--- src/rtl/seqchk_pkg.sv ---
package seqchk_pkg;
    typedef enum logic [0:0] {
        ST_ACCEPT = 1'b0,
        ST_REPLY  = 1'b1
    } seq_state_e;
endpackage

--- src/rtl/seqchk_cnt_bank.sv ---
module seqchk_cnt_bank #(
    parameter int NUM_SLOTS = 4,
    parameter int CNT_W     = 32,
    parameter int SLOT_W    = (NUM_SLOTS > 1) ? $clog2(NUM_SLOTS) : 1
) (
    input  logic              clk,
    input  logic              rst_n,
    input  logic [SLOT_W-1:0] rd_slot,
    output logic [CNT_W-1:0]  rd_value,
    input  logic              inc_en,
    input  logic [SLOT_W-1:0] inc_slot
);
    logic [CNT_W-1:0] cnt_arr [NUM_SLOTS];

    for (genvar g = 0; g < NUM_SLOTS; g++) begin : g_slot
        always_ff @(posedge clk) begin
            if (!rst_n) begin
                cnt_arr[g] <= '0;
            end else if (inc_en && (inc_slot == SLOT_W'(g))) begin
                cnt_arr[g] <= cnt_arr[g] + CNT_W'(1);
            end
        end
    end

    always_comb begin
        rd_value = '0;
        for (int i = 0; i < NUM_SLOTS; i++) begin
            if (rd_slot == SLOT_W'(i)) rd_value = cnt_arr[i];
        end
    end
endmodule

--- src/rtl/seqchk_ctrl.sv ---
module seqchk_ctrl
    import seqchk_pkg::*;
#(
    parameter int CNT_W = 32
) (
    input  logic             clk,
    input  logic             rst_n,
    input  logic             hdr_valid,
    input  logic [CNT_W-1:0] hdr_fnum,
    input  logic [CNT_W-1:0] exp_value,
    output logic             hdr_ready,
    output logic             verdict_valid,
    output logic             verdict_pass,
    output logic             rep_valid,
    input  logic             rep_ready,
    output logic [CNT_W-1:0] rep_echo,
    output logic [CNT_W-1:0] rep_expect
);
    seq_state_e state_q, state_d;
    logic       take_hdr;
    logic       fnum_ok;

    assign take_hdr  = hdr_valid && (state_q == ST_ACCEPT);
    assign fnum_ok   = (hdr_fnum == exp_value);
    assign hdr_ready = (state_q == ST_ACCEPT);
    assign rep_valid = (state_q == ST_REPLY);

    always_comb begin
        state_d = state_q;
        unique case (state_q)
            ST_ACCEPT: if (take_hdr && !fnum_ok) state_d = ST_REPLY;
            ST_REPLY:  if (rep_ready)            state_d = ST_ACCEPT;
            default:                             state_d = ST_ACCEPT;
        endcase
    end

    always_ff @(posedge clk) begin
        if (!rst_n) state_q <= ST_ACCEPT;
        else        state_q <= state_d;
    end

    always_ff @(posedge clk) begin
        if (!rst_n) begin
            verdict_valid <= 1'b0;
            verdict_pass  <= 1'b0;
            rep_echo      <= '0;
            rep_expect    <= '0;
        end else begin
            verdict_valid <= take_hdr;
            verdict_pass  <= take_hdr && fnum_ok;
            if (take_hdr && !fnum_ok) begin
                rep_echo   <= hdr_fnum;
                rep_expect <= exp_value;
            end
        end
    end
endmodule

--- src/rtl/frame_seq_gate.sv ---
module frame_seq_gate #(
    parameter int NUM_SLOTS = 4,
    parameter int CNT_W     = 32,
    parameter int SLOT_W    = (NUM_SLOTS > 1) ? $clog2(NUM_SLOTS) : 1
) (
    input  logic              clk,
    input  logic              rst_n,
    input  logic              hdr_valid,
    output logic              hdr_ready,
    input  logic [SLOT_W-1:0] hdr_slot,
    input  logic [CNT_W-1:0]  hdr_fnum,
    output logic              verdict_valid,
    output logic              verdict_pass,
    input  logic              commit_valid,
    input  logic [SLOT_W-1:0] commit_slot,
    output logic              rep_valid,
    input  logic              rep_ready,
    output logic [CNT_W-1:0]  rep_echo,
    output logic [CNT_W-1:0]  rep_expect
);
    logic [CNT_W-1:0] exp_value;

    seqchk_cnt_bank #(
        .NUM_SLOTS (NUM_SLOTS),
        .CNT_W     (CNT_W),
        .SLOT_W    (SLOT_W)
    ) bank_i (
        .clk      (clk),
        .rst_n    (rst_n),
        .rd_slot  (hdr_slot),
        .rd_value (exp_value),
        .inc_en   (commit_valid),
        .inc_slot (commit_slot)
    );

    seqchk_ctrl #(
        .CNT_W (CNT_W)
    ) ctrl_i (
        .clk           (clk),
        .rst_n         (rst_n),
        .hdr_valid     (hdr_valid),
        .hdr_fnum      (hdr_fnum),
        .exp_value     (exp_value),
        .hdr_ready     (hdr_ready),
        .verdict_valid (verdict_valid),
        .verdict_pass  (verdict_pass),
        .rep_valid     (rep_valid),
        .rep_ready     (rep_ready),
        .rep_echo      (rep_echo),
        .rep_expect    (rep_expect)
    );
endmodule

--- config.mk ---
export PLATFORM = sky130hd
export DESIGN_NAME = frame_seq_gate
export DESIGN_NICKNAME = d
export VERILOG_FILES = /design/src/rtl/seqchk_pkg.sv /design/src/rtl/seqchk_cnt_bank.sv /design/src/rtl/seqchk_ctrl.sv /design/src/rtl/frame_seq_gate.sv
export SDC_FILE = /design/constraint.sdc
export NUM_CORES = 1
export LEC_CHECK = 0
export BUFFER_PORTS_ARGS = -buffer_cell sky130_fd_sc_hd__buf_2
export CORE_ASPECT_RATIO = 0.5
export CORE_MARGIN = 2
export CORE_UTILIZATION = 45
export CTS_BUF_LIST = sky130_fd_sc_hd__clkbuf_4
export CTS_CLUSTER_SIZE = 10
export DETAILED_ROUTE_END_ITERATION = 7
export GPL_TIMING_DRIVEN = 0
export PLACE_DENSITY = 0.71
export SETUP_SLACK_MARGIN = 0.15
export SKIP_LAST_GASP = 1
export SLEW_MARGIN = 25
export SYNTH_ARGS = -nofsm -noshare
export SYNTH_HDL_FRONTEND = slang
export SYNTH_SLANG_ARGS = --single-unit
--- constraint.sdc ---
create_clock -name clk -period 5.2 [get_ports clk]
set_input_delay 0.78 -clock clk [delete_from_list [all_inputs] [get_ports clk]]
set_output_delay 0.78 -clock clk [all_outputs]
set_load 0.005 [all_outputs]
# Word-level counts from Yosys, hierarchy flattened
# Memories as Yosys holds them, arrays and structs flattened.
# Cells that the tools add are included.
# word_totals
ff_bits,67
ram_bits,128
input_bits,41
output_inout_bits,68
word_cells,56
mem_count,1
# memory_table
name,words,width,read_ports,rd_ports_with_merged_regs,wr,line_no,source
bank_i.cnt_arr,4,32,4,0,4,seqchk_cnt_bank.sv:13,logic [CNT_W-1:0] cnt_arr [NUM_SLOTS];
# op_classes
add_sub_neg,4
n_eq_ne,7
muxes,24
bitwise_logic,5
reduce_logical,10
# ops
op,count
$mux W32,8
$add A32 B1 Y32 const B,4
$eq A32 B32 Y1,1
$mux W1,15
$eq A2 B2 Y1 const B,4
$logic_and A1 B1 Y1,7
$eq A2 B1 Y1 const B,2
$logic_not A2 Y1,2
$or A1 B1 Y1,4
$pmux W1 S2,1
$logic_not A1 Y1,1
$not A1 Y1,1

# Logic depth before layout (Yosys ltp)
# Gate-level depths: netlist of run 1.
# depth
depth_word,10
depth_mapped,13
depth_no_buf,7

# Modules after synthesis
# Synthesis of run 1 repeated with hierarchy kept, for this count alone.
# hier_totals
hier_cells,1019
hier_area_um2,10639.0
# by_module_without_submodules
module,n_inst,cells_each,area_per_inst_um2,seq_area_each_um2
seqchk_cnt_bank,1,689,7668.6,3843.7
seqchk_ctrl,1,330,2970.3,1341.3

# Worst setup path before layout of run 1
# Ideal clock, no wire load.
# synth_path
path_type,input-to-reg
startpoint,input port commit_slot[1]
endpoint,memory bank_i.cnt_arr[1][0] (enable)
setup_ns,0.466
t_arrival_ns,3.250
required_ns,4.734
slack_ns,1.484
path_stages,2
n_path_buf,1
cell_sequence,clkbuf_1 -> o21ai_0
# synth_rtl
element,line_no,source
from (decl),frame_seq_gate.sv:15,"input logic [SLOT_W-1:0] commit_slot,"
to (decl),seqchk_cnt_bank.sv:13,

# Final worst setup path of run 1
# layout_path
startpoint,input port hdr_slot[0]
endpoint,register ctrl_i.rep_expect[15]
# layout_between
elab_chain_len,8
elab_cells_between_ends,11
classes_between,eq/ne: 4; mux: 4; reduce/logical: 3
# layout_lines
element,line_no,source
from (decl),frame_seq_gate.sv:10,"input logic [SLOT_W-1:0] hdr_slot,"
$logic_not A2 Y1,seqchk_cnt_bank.sv:28,if (rd_slot == SLOT_W'(i)) rd_value = cnt_arr[i];
$mux W32 (3 in a row),seqchk_cnt_bank.sv:28,
$mux W32 *,seqchk_cnt_bank.sv:28,
$eq A32 B32 Y1,seqchk_ctrl.sv:24,assign fnum_ok = (hdr_fnum == exp_value);
$logic_not A1 Y1,seqchk_ctrl.sv:51,if (take_hdr && !fnum_ok) begin
$logic_and A1 B1 Y1,seqchk_ctrl.sv:51,
to (signal assigned),seqchk_ctrl.sv:53,rep_expect <= exp_value;
to (decl),seqchk_ctrl.sv:17,output logic [CNT_W-1:0] rep_expect
# Mark *: on every way between the ends. The rest lies on a longest branch, timed or not.
# A chain may end at the register's enable or synchronous reset.

==> results of run 1 <==
==> flip-flops by register name (all words and copies together) (netlist names) <==
name                  count
bank_i.cnt_arr          128
ctrl_i.rep_echo          32
ctrl_i.rep_expect        32
ctrl_i.rep_valid          1
ctrl_i.verdict_pass       1
ctrl_i.verdict_valid      1
==> logic make-up after synthesis <==
| family | count (synthesis) | synth area share [%] |
|---|---|---|
| simple gates | 536 | 21.9 |
| compound gates | 221 | 11.9 |
| flops | 195 | 44.7 |
| xor+xnor | 140 | 10.6 |
| buf+inv | 104 | 4.17 |
| mux | 35 | 6.27 |
| fa+ha+maj | 4 | 0.432 |
==> layer usage <==
layer	vias to the layer above	GRT usage, %
met2	625	39.2
li1	4769	-
met1	5126	35.6
met5	-	0
met4	0	7.46
met3	75	7.41
==> through the flow <==
step	setup slack [ps]	utilization [%]	cells	total power [uW]
after floorplan	1480	-	1235	2170
after global placement	368	49.7	1684	2370
after detailed placement	1290	49.9	1685	2390
after CTS	1970	50.9	1717	3150
after global routing	1730	50.9	1718	3280
final	1910	50.9	1718	3170
==> worst max-delay path, delay by kind of cell <==
family                 cells  cell delay, ps
buffers and inverters      6            1540
multiplexers               1             620
AND/OR/NAND/NOR            2             400
AO/OA/AOI/OAI              2             270
XOR/XNOR                   1             170
==> path summary, 6_finish.rpt <==
kind / from / to / slack, ps / cells past startpoint
min reg2reg: ctrl_i.rep_expect[4] / ctrl_i.rep_expect[4] / 510 / 2
max: hdr_slot[0] / ctrl_i.rep_expect[15] / 1910 / 12
min: rep_ready / ctrl_i.rep_valid / 410 / 3
max reg2reg: bank_i.cnt_arr[3][16] / ctrl_i.rep_echo[28] / 2030 / 8
==> synth_stat cells (18+ instances only) <==
master	instances
nor3_1	22
xor2_1	74
mux4_2	30
nand4_1	21
o21ai_0	75
clkbuf_1	65
nand2_1	109
xnor2_1	66
nand3_1	49
inv_1	18
o311ai_1	60
a21oi_1	74
nor2_1	193
and3_1	89
dfxtp_1	67
edfxtp_1	128
==> power by group through the flow <==
stage	Clock, uW	Sequential, uW	Combinational, uW
after floorplan	0	1870	296
after global placement	0	1900	471
after global routing	853	1890	535
after detailed placement	0	1900	486
after CTS	792	1870	488
final	798	1880	498
==> area by class of cell <==
| type | count | area share, % |
|---|---|---|
| multi-input cells | 936 | 46.3 |
| flip-flops and latches | 195 | 40.3 |
| well taps | 344 | 3.35 |
| clock inverters | 14 | 0.876 |
| plain buffers | 86 | 3.23 |
| clock buffers | 18 | 1.05 |
| diodes | 1 | 0.0195 |
| inverters | 18 | 0.526 |
| repair buffers | 106 | 4.30 |
==> summary.md, run 1 <==
| Metric | Value |
|---|---|
| Commonest non-fill, non-tap cell in the layout | `nor2_1` |
| Filler cells | `2340` |
| Fin area | `0.0129 mm2` |
| Longest Clk Path Bufs | `2` |
| Predominant post-synthesis flop cell | `edfxtp_1` |
| Starting Density | `a little under half` |
| Gr ovfl total | `0` |
| Met3 routed WL | `roughly 4000 um` |
| Clock transition at the registers of the reported paths | `160 ps` |
| CP Launch Type | `input pin` |
| Max_slew headroom | `approximately 44%` |
| Cts repair resizes | `0` |
| PortBufs | `105` |
| Critical path type | `input pin to register` |
| Commonest cells after routing, fill and taps aside | `193 x nor2_1, 128 x edfxtp_1, 113 x buf_2` |
| Synth warnings | `0` |
| Final slew viol count | `0` |
| Crit. End Element | `register` |
| Max-cap violation count | `0` |
| Hpwl dp | `26800 um` |
| Worst skew pair latency | `630 ps` |
| Area of the multi-input gates | `just under 0.006 mm2` |
| Fmax | `304 MHz` |
| Crit-path slowest cell | `mux4_2` |
| Peak supply drop | `0.000139 V` |
| CP max FO | `10` |
| Fin crit share | `about 63%` |
| Row count | `slightly above 40` |
| Synth cell types | `39` |
| Count of final hold-check violations | `0` |
| Worst-margin pin slew | `844 ps` |
| DRC viols | `0` |
| Nets | `1405` |
| RePlAce Congestion | `0.922` |
| Clk sinks | `195` |
| DP Area | `0.0126 mm2` |
| Share of cells above drive strength 1 | `between 10% and 20%` |
| Worst hold margin | `411 ps` |
| Routed met2 length | `roughly 16000 um` |
| Switching portion of total power | `30.3%` |
| Hold Crit Class | `input pin to register` |
| Cell Int Power | `2210 uW` |
| Initial drt markers | `1342` |
| First drt pass iteration count | `6` |
| Flop pwr share | `59.1%` |
| CP most frequent cell | `buf_2` |
| CTS tree | `done` |
| Top-area cell type share of the netlist area | `approximately a third` |
| Largest net degree at the start of global routing | `33` |
| Post-synthesis sequential area ratio | `44.7%` |
| Vias per cell | `6.17` |
| First-pass GRT wire length | `54400 um` |
| TritonCTS Buffers | `17` |
| Die Span X | `231 um` |
| Die Span Y | `117 um` |
| H-tree depth | `4` |
| Area grow syn2layout | `10.9%` |
| Net Count, Synth | `1280` |
| Final wirelength | `35400 um` |
| Post-synth EDFFs | `128` |
| Met1 WL | `14900 um` |
| Ys async rst share | `0%` |
| Total track usage | `about 26%` |
| Logic pwr share | `15.7%` |
| Skew final | `about 35 ps` |
| Antenna violations before repair | `1` |
| Leakage | `0.00466 uW` |
| Hold buffers post-CTS | `0` |
| Critical path, cell by cell | `buf_2 -> buf_2 -> buf_2 -> mux4_2 -> xor2_1 -> nor4_1 -> nand3_1 -> buf_2 -> buf_2 -> buf_2 -> a21oi_1 -> o311ai_1` |
| Final setup viols | `0` |
| Crit path time final | `3290 ps` |
| Power density cells | `~250 mW/mm2` |
| Post-CTS Setup Bufs | `0` |
| Top sig layer | `met4` |
| Critical Path Max Stage Delay | `620 ps` |
| Vias in the first global route | `just under 10000` |
| RSZ-0062 raised after global routing | `no` |
| Status | `complete, no violations` |
| Core Region | `around 0.025 mm2` |
| NetSw | `962 uW` |
| Yosys reg bits | `195` |
| Io pins | `109` |
| Setup_tns | `0 ps` |
| Worst Path Required | `5700 ps` |
| Synthesized instance count | `1235` |
| Area leader, netlist | `edfxtp_1` |
| Crit path DAT | `3790 ps` |
| Clock root cell | `clkbuf_4` |
| Seq. cell area | `0.00518 mm2` |
| Area contributors post-synth | `edfxtp_1 33%, dfxtp_1 12%, nor2_1 6.3%, mux4_2 5.8%, xor2_1 5.6%` |
| WL per Instance | `20.6 um` |
| Synth Cell Area | `0.0116 mm2` |
| Final ANT Viol Nets | `0` |
| Post-Syn Area per Cell | `9.38 um2` |
| Die Area | `between 0.02 and 0.03 mm2` |
| Clock share of power | `about a quarter` |
| Vias | `10600` |
Note: power is estimated with default switching activity, not from simulation.
==> run 2: changes to the inputs <==
==> constraint.sdc (replaced) <==
create_clock -name clk -period 3.15 [get_ports clk]
set_input_delay 0.4725 -clock clk [delete_from_list [all_inputs] [get_ports clk]]
set_output_delay 0.4725 -clock clk [all_outputs]
set_load 0.005 [all_outputs]
==> run 2 against run 1 <==
  * Core utilization grew 2.4 points
  * Combinational power is 82% higher
  * Die area unchanged
  * Routed wire length increased by 3.8%
  * Worst setup slack got worse by 1800 ps
  * Critical path type is now register to register
  * Largest cell class unchanged
  * Highest routed layer unchanged
==> summary.md, run 2 (synthesized netlist as in run 1, its figures left out) <==
| Metric | Value |
|---|---|
| Vias in the first global route | `10100 (was 9875)` |
| Non-filler cells in the finished layout | `1742 (was 1718)` |
| Final setup viols | `0 (unchanged)` |
| WL per Instance | `21.1 um (was 20.6 um)` |
| TritonCTS Buffers | `17 (unchanged)` |
| Number of flip-flops in the largest register | `128 (unchanged)` |
| Crit path DAT | `3530 ps (was 3790 ps)` |
| Final ANT Viol Nets | `0 (unchanged)` |
| Routed met2 length | `16600 um (was 15600 um)` |
| Core Region | `0.0252 mm2 (unchanged)` |
| Buf/Inv on CP | `2 (was 6)` |
| Clock share of power | `25.5% (was 25.2%)` |
| Starting Density | `45.9% (unchanged)` |
| Worst-margin pin slew | `932 ps (was 844 ps)` |
| Crit-path slowest cell | `mux4_2 (unchanged)` |
| Logic pwr share | `16.9% (was 15.7%)` |
| Switching portion of total power | `32.0% (was 30.3%)` |
| Crit. End Element | `register (unchanged)` |
| Top sig layer | `met4 (unchanged)` |
| Critical path, cell by cell | `mux4_2 -> xor2_1 -> a2111o_1 -> a2111o_1 -> buf_2 -> buf_2 -> o21ai_1 -> o311ai_4 (was buf_2 -> buf_2 -> buf_2 -> mux4_2 -> xor2_1 -> nor4_1 -> nand3_1 -> buf_2 -> buf_2 -> buf_2 -> a21oi_1 -> o311ai_1)` |
| Die Span Y | `117 um (unchanged)` |
| NetSw | `1720 uW (was 962 uW)` |
| Area of the multi-input gates | `0.00635 mm2 (was 0.00595 mm2)` |
| H-tree depth | `4 (unchanged)` |
| Top Registers | `bank_i.cnt_arr x128, ctrl_i.rep_echo x32, ctrl_i.rep_expect x32 (unchanged)` |
| Seq. cell area | `0.00518 mm2 (unchanged)` |
| Clock transition at the registers of the reported paths | `180 ps (was 160 ps)` |
| Flop pwr share | `57.6% (was 59.1%)` |
| Skew final | `22.0 ps (was 35.2 ps)` |
| Largest Register | `bank_i.cnt_arr (unchanged)` |
| First drt pass iteration count | `5 (was 6)` |
| Hpwl dp | `27100 um (was 26800 um)` |
| Pre-CTS setup slack | `-431 ps (was 1290 ps)` |
| Vias | `10800 (was 10600)` |
| Commonest cells after routing, fill and taps aside | `193 x nor2_1, 128 x edfxtp_1, 114 x buf_2 (was 193 x nor2_1, 128 x edfxtp_1, 113 x buf_2)` |
| Filler cells | `2264 (was 2340)` |
| Io pins | `109 (unchanged)` |
| Max-cap violation count | `0 (unchanged)` |
| Setup_tns | `0 ps (unchanged)` |
| Die Span X | `231 um (unchanged)` |
| Cell Int Power | `3650 uW (was 2210 uW)` |
| CP Launch Type | `register (was input pin)` |
| Nets | `1427 (was 1405)` |
| Family with the most delay on the worst path | `compound AO/OA/AOI/OAI gates (was buffers and inverters)` |
| Worst Setup EP | `ctrl_i.rep_expect[13] (was ctrl_i.rep_expect[15])` |
| Fmax | `approximately 330 MHz` |
| Crit path time final | `about 3000 ps` |
| Peak supply drop | `0.000189 V (was 0.000139 V)` |
| Final slew viol count | `0 (unchanged)` |
| Total track usage | `26.3% (was 25.7%)` |
| Post-Route Utilization | `53.3% (was 50.9%)` |
| First-pass GRT wire length | `55100 um (was 54400 um)` |
| PortBufs | `105 (unchanged)` |
| Critical path type | `register to register (was input pin to register)` |
| Worst reg2reg path endpoint | `ctrl_i.rep_expect[13] (was ctrl_i.rep_echo[28])` |
| Total placed cells including tap cells | `1685 (unchanged)` |
| RSZ-0062 raised after global routing | `yes (was no)` |
| Count of final hold-check violations | `0 (unchanged)` |
| Levels on crit path | `8 (was 12)` |
| Commonest non-fill, non-tap cell in the layout | `nor2_1 (unchanged)` |
| Crit. Startpoint | `bank_i.cnt_arr[0][16] (was hdr_slot[0])` |
| Reg2reg start | `bank_i.cnt_arr[0][16] (was bank_i.cnt_arr[3][16])` |
| Area grow syn2layout | `16.2% (was 10.9%)` |
| Status | `complete, no violations (unchanged)` |
| Worst hold margin | `92.8 ps (was 411 ps)` |
| Power density cells | `399 mW/mm2 (was 247 mW/mm2)` |
| RePlAce Congestion | `0.910 (was 0.922)` |
| Worst-case reg-to-reg path depth | `8 (unchanged)` |
| DRC viols | `0 (unchanged)` |
| Hold Crit Class | `input pin to register (unchanged)` |
| Largest net degree at the start of global routing | `33 (unchanged)` |
| CP max FO | `10 (unchanged)` |
| Met3 routed WL | `4500 um (was 4010 um)` |
| CTS tree | `done (unchanged)` |
| Gr ovfl total | `0 (unchanged)` |
| Final wirelength | `36700 um (was 35400 um)` |
| Die Area | `0.0271 mm2 (unchanged)` |
| Antenna violations before repair | `1 (unchanged)` |
| Leakage | `0.00521 uW (was 0.00466 uW)` |
| Clk sinks | `195 (unchanged)` |
| Vias per cell | `6.18 (was 6.17)` |
| Initial drt markers | `1413 (was 1342)` |
| Fin crit share | `95.9%` |
| R2R Setup Slk | `130 ps (was 2030 ps)` |
| Clock root cell | `clkbuf_4 (unchanged)` |
| Worst setup margin | `128 ps (was 1910 ps)` |
| Worst Path Required | `3660 ps (was 5700 ps)` |
| Max_slew headroom | `37.3% (was 43.8%)` |
| Share of cells above drive strength 1 | `19.8% (was 14.2%)` |
| Worst skew pair latency | `640 ps (was 630 ps)` |
| Met1 WL | `14800 um (was 14900 um)` |
| Critical Path Max Stage Delay | `570 ps (was 620 ps)` |
| Longest Clk Path Bufs | `2 (unchanged)` |
| Row count | `41 (unchanged)` |
[run 2: how the worst min path moves through the flow]
| stage | start | end | cells after the start |
|---|---|---|---|
| after floorplan | ctrl_i.rep_expect[4] | ctrl_i.rep_expect[4] | 2 |
| after global placement | ctrl_i.rep_expect[4] | ctrl_i.rep_expect[4] | 2 |
| after detailed placement | ctrl_i.rep_expect[4] | ctrl_i.rep_expect[4] | 2 |
| after CTS | rep_ready | ctrl_i.rep_valid | 3 |
| after global routing | rep_ready | ctrl_i.rep_valid | 3 |
| final | rep_ready | ctrl_i.rep_valid | 3 |
[run 2: area by class of cell]
type                    count  share of cell area [%]
multi-input cells         936                    47.2
flip-flops and latches    195                    38.5
repair buffers            128                    5.24
plain buffers              86                    3.37
well taps                 344                    3.20
clock inverters            15                    1.02
clock buffers              17                   0.948
inverters                  18                   0.502
diodes                      3                  0.0558
[run 2: metrics by stage]
stage / power (uW) / area, um2
2_1_floorplan: 3580 / 11600
3_3_place_gp: 3920 / 12500
3_5_place_dp: 3940 / 12600
4_1_cts: 5260 / 12900
5_1_grt: 5550 / 13500
6_report: 5370 / 13500
[run 2: routing by layer]
| layer | GRT usage, % | vias up |
|---|---|---|
| li1 | - | 4806 |
| met1 | 35.9 | 5250 |
| met2 | 40.7 | 652 |
| met3 | 7.73 | 61 |
| met4 | 7.18 | 0 |
| met5 | 0 | - |
[run 2: worst register-to-register path: stages (launching register included)]
cell      delay [ps]
edfxtp_1         480
mux4_2           570
xor2_1           180
a2111o_1         390
a2111o_1         390
buf_2            220
buf_2            220
o21ai_1          300
o311ai_4         150
[run 2: timing repair]
item | 4_1_cts | 5_1_grt
setup endpoints to repair | 64 | 67
resized for setup | 4 | 112
buffers inserted | 3 | 19
cloned | 0 | 0
hold buffers | 0 | 0
pin swaps | 0 | 2
[run 2: power by group through the flow]
| stage | clock [uW] | combinational (uW) | sequential (uW) |
|---|---|---|---|
| global route | 1470 | 970 | 3110 |
| finish | 1370 | 906 | 3100 |
| global placement | 0 | 777 | 3140 |
| detailed placement | 0 | 797 | 3150 |
| CTS | 1370 | 806 | 3090 |
| floorplan | 0 | 489 | 3090 |
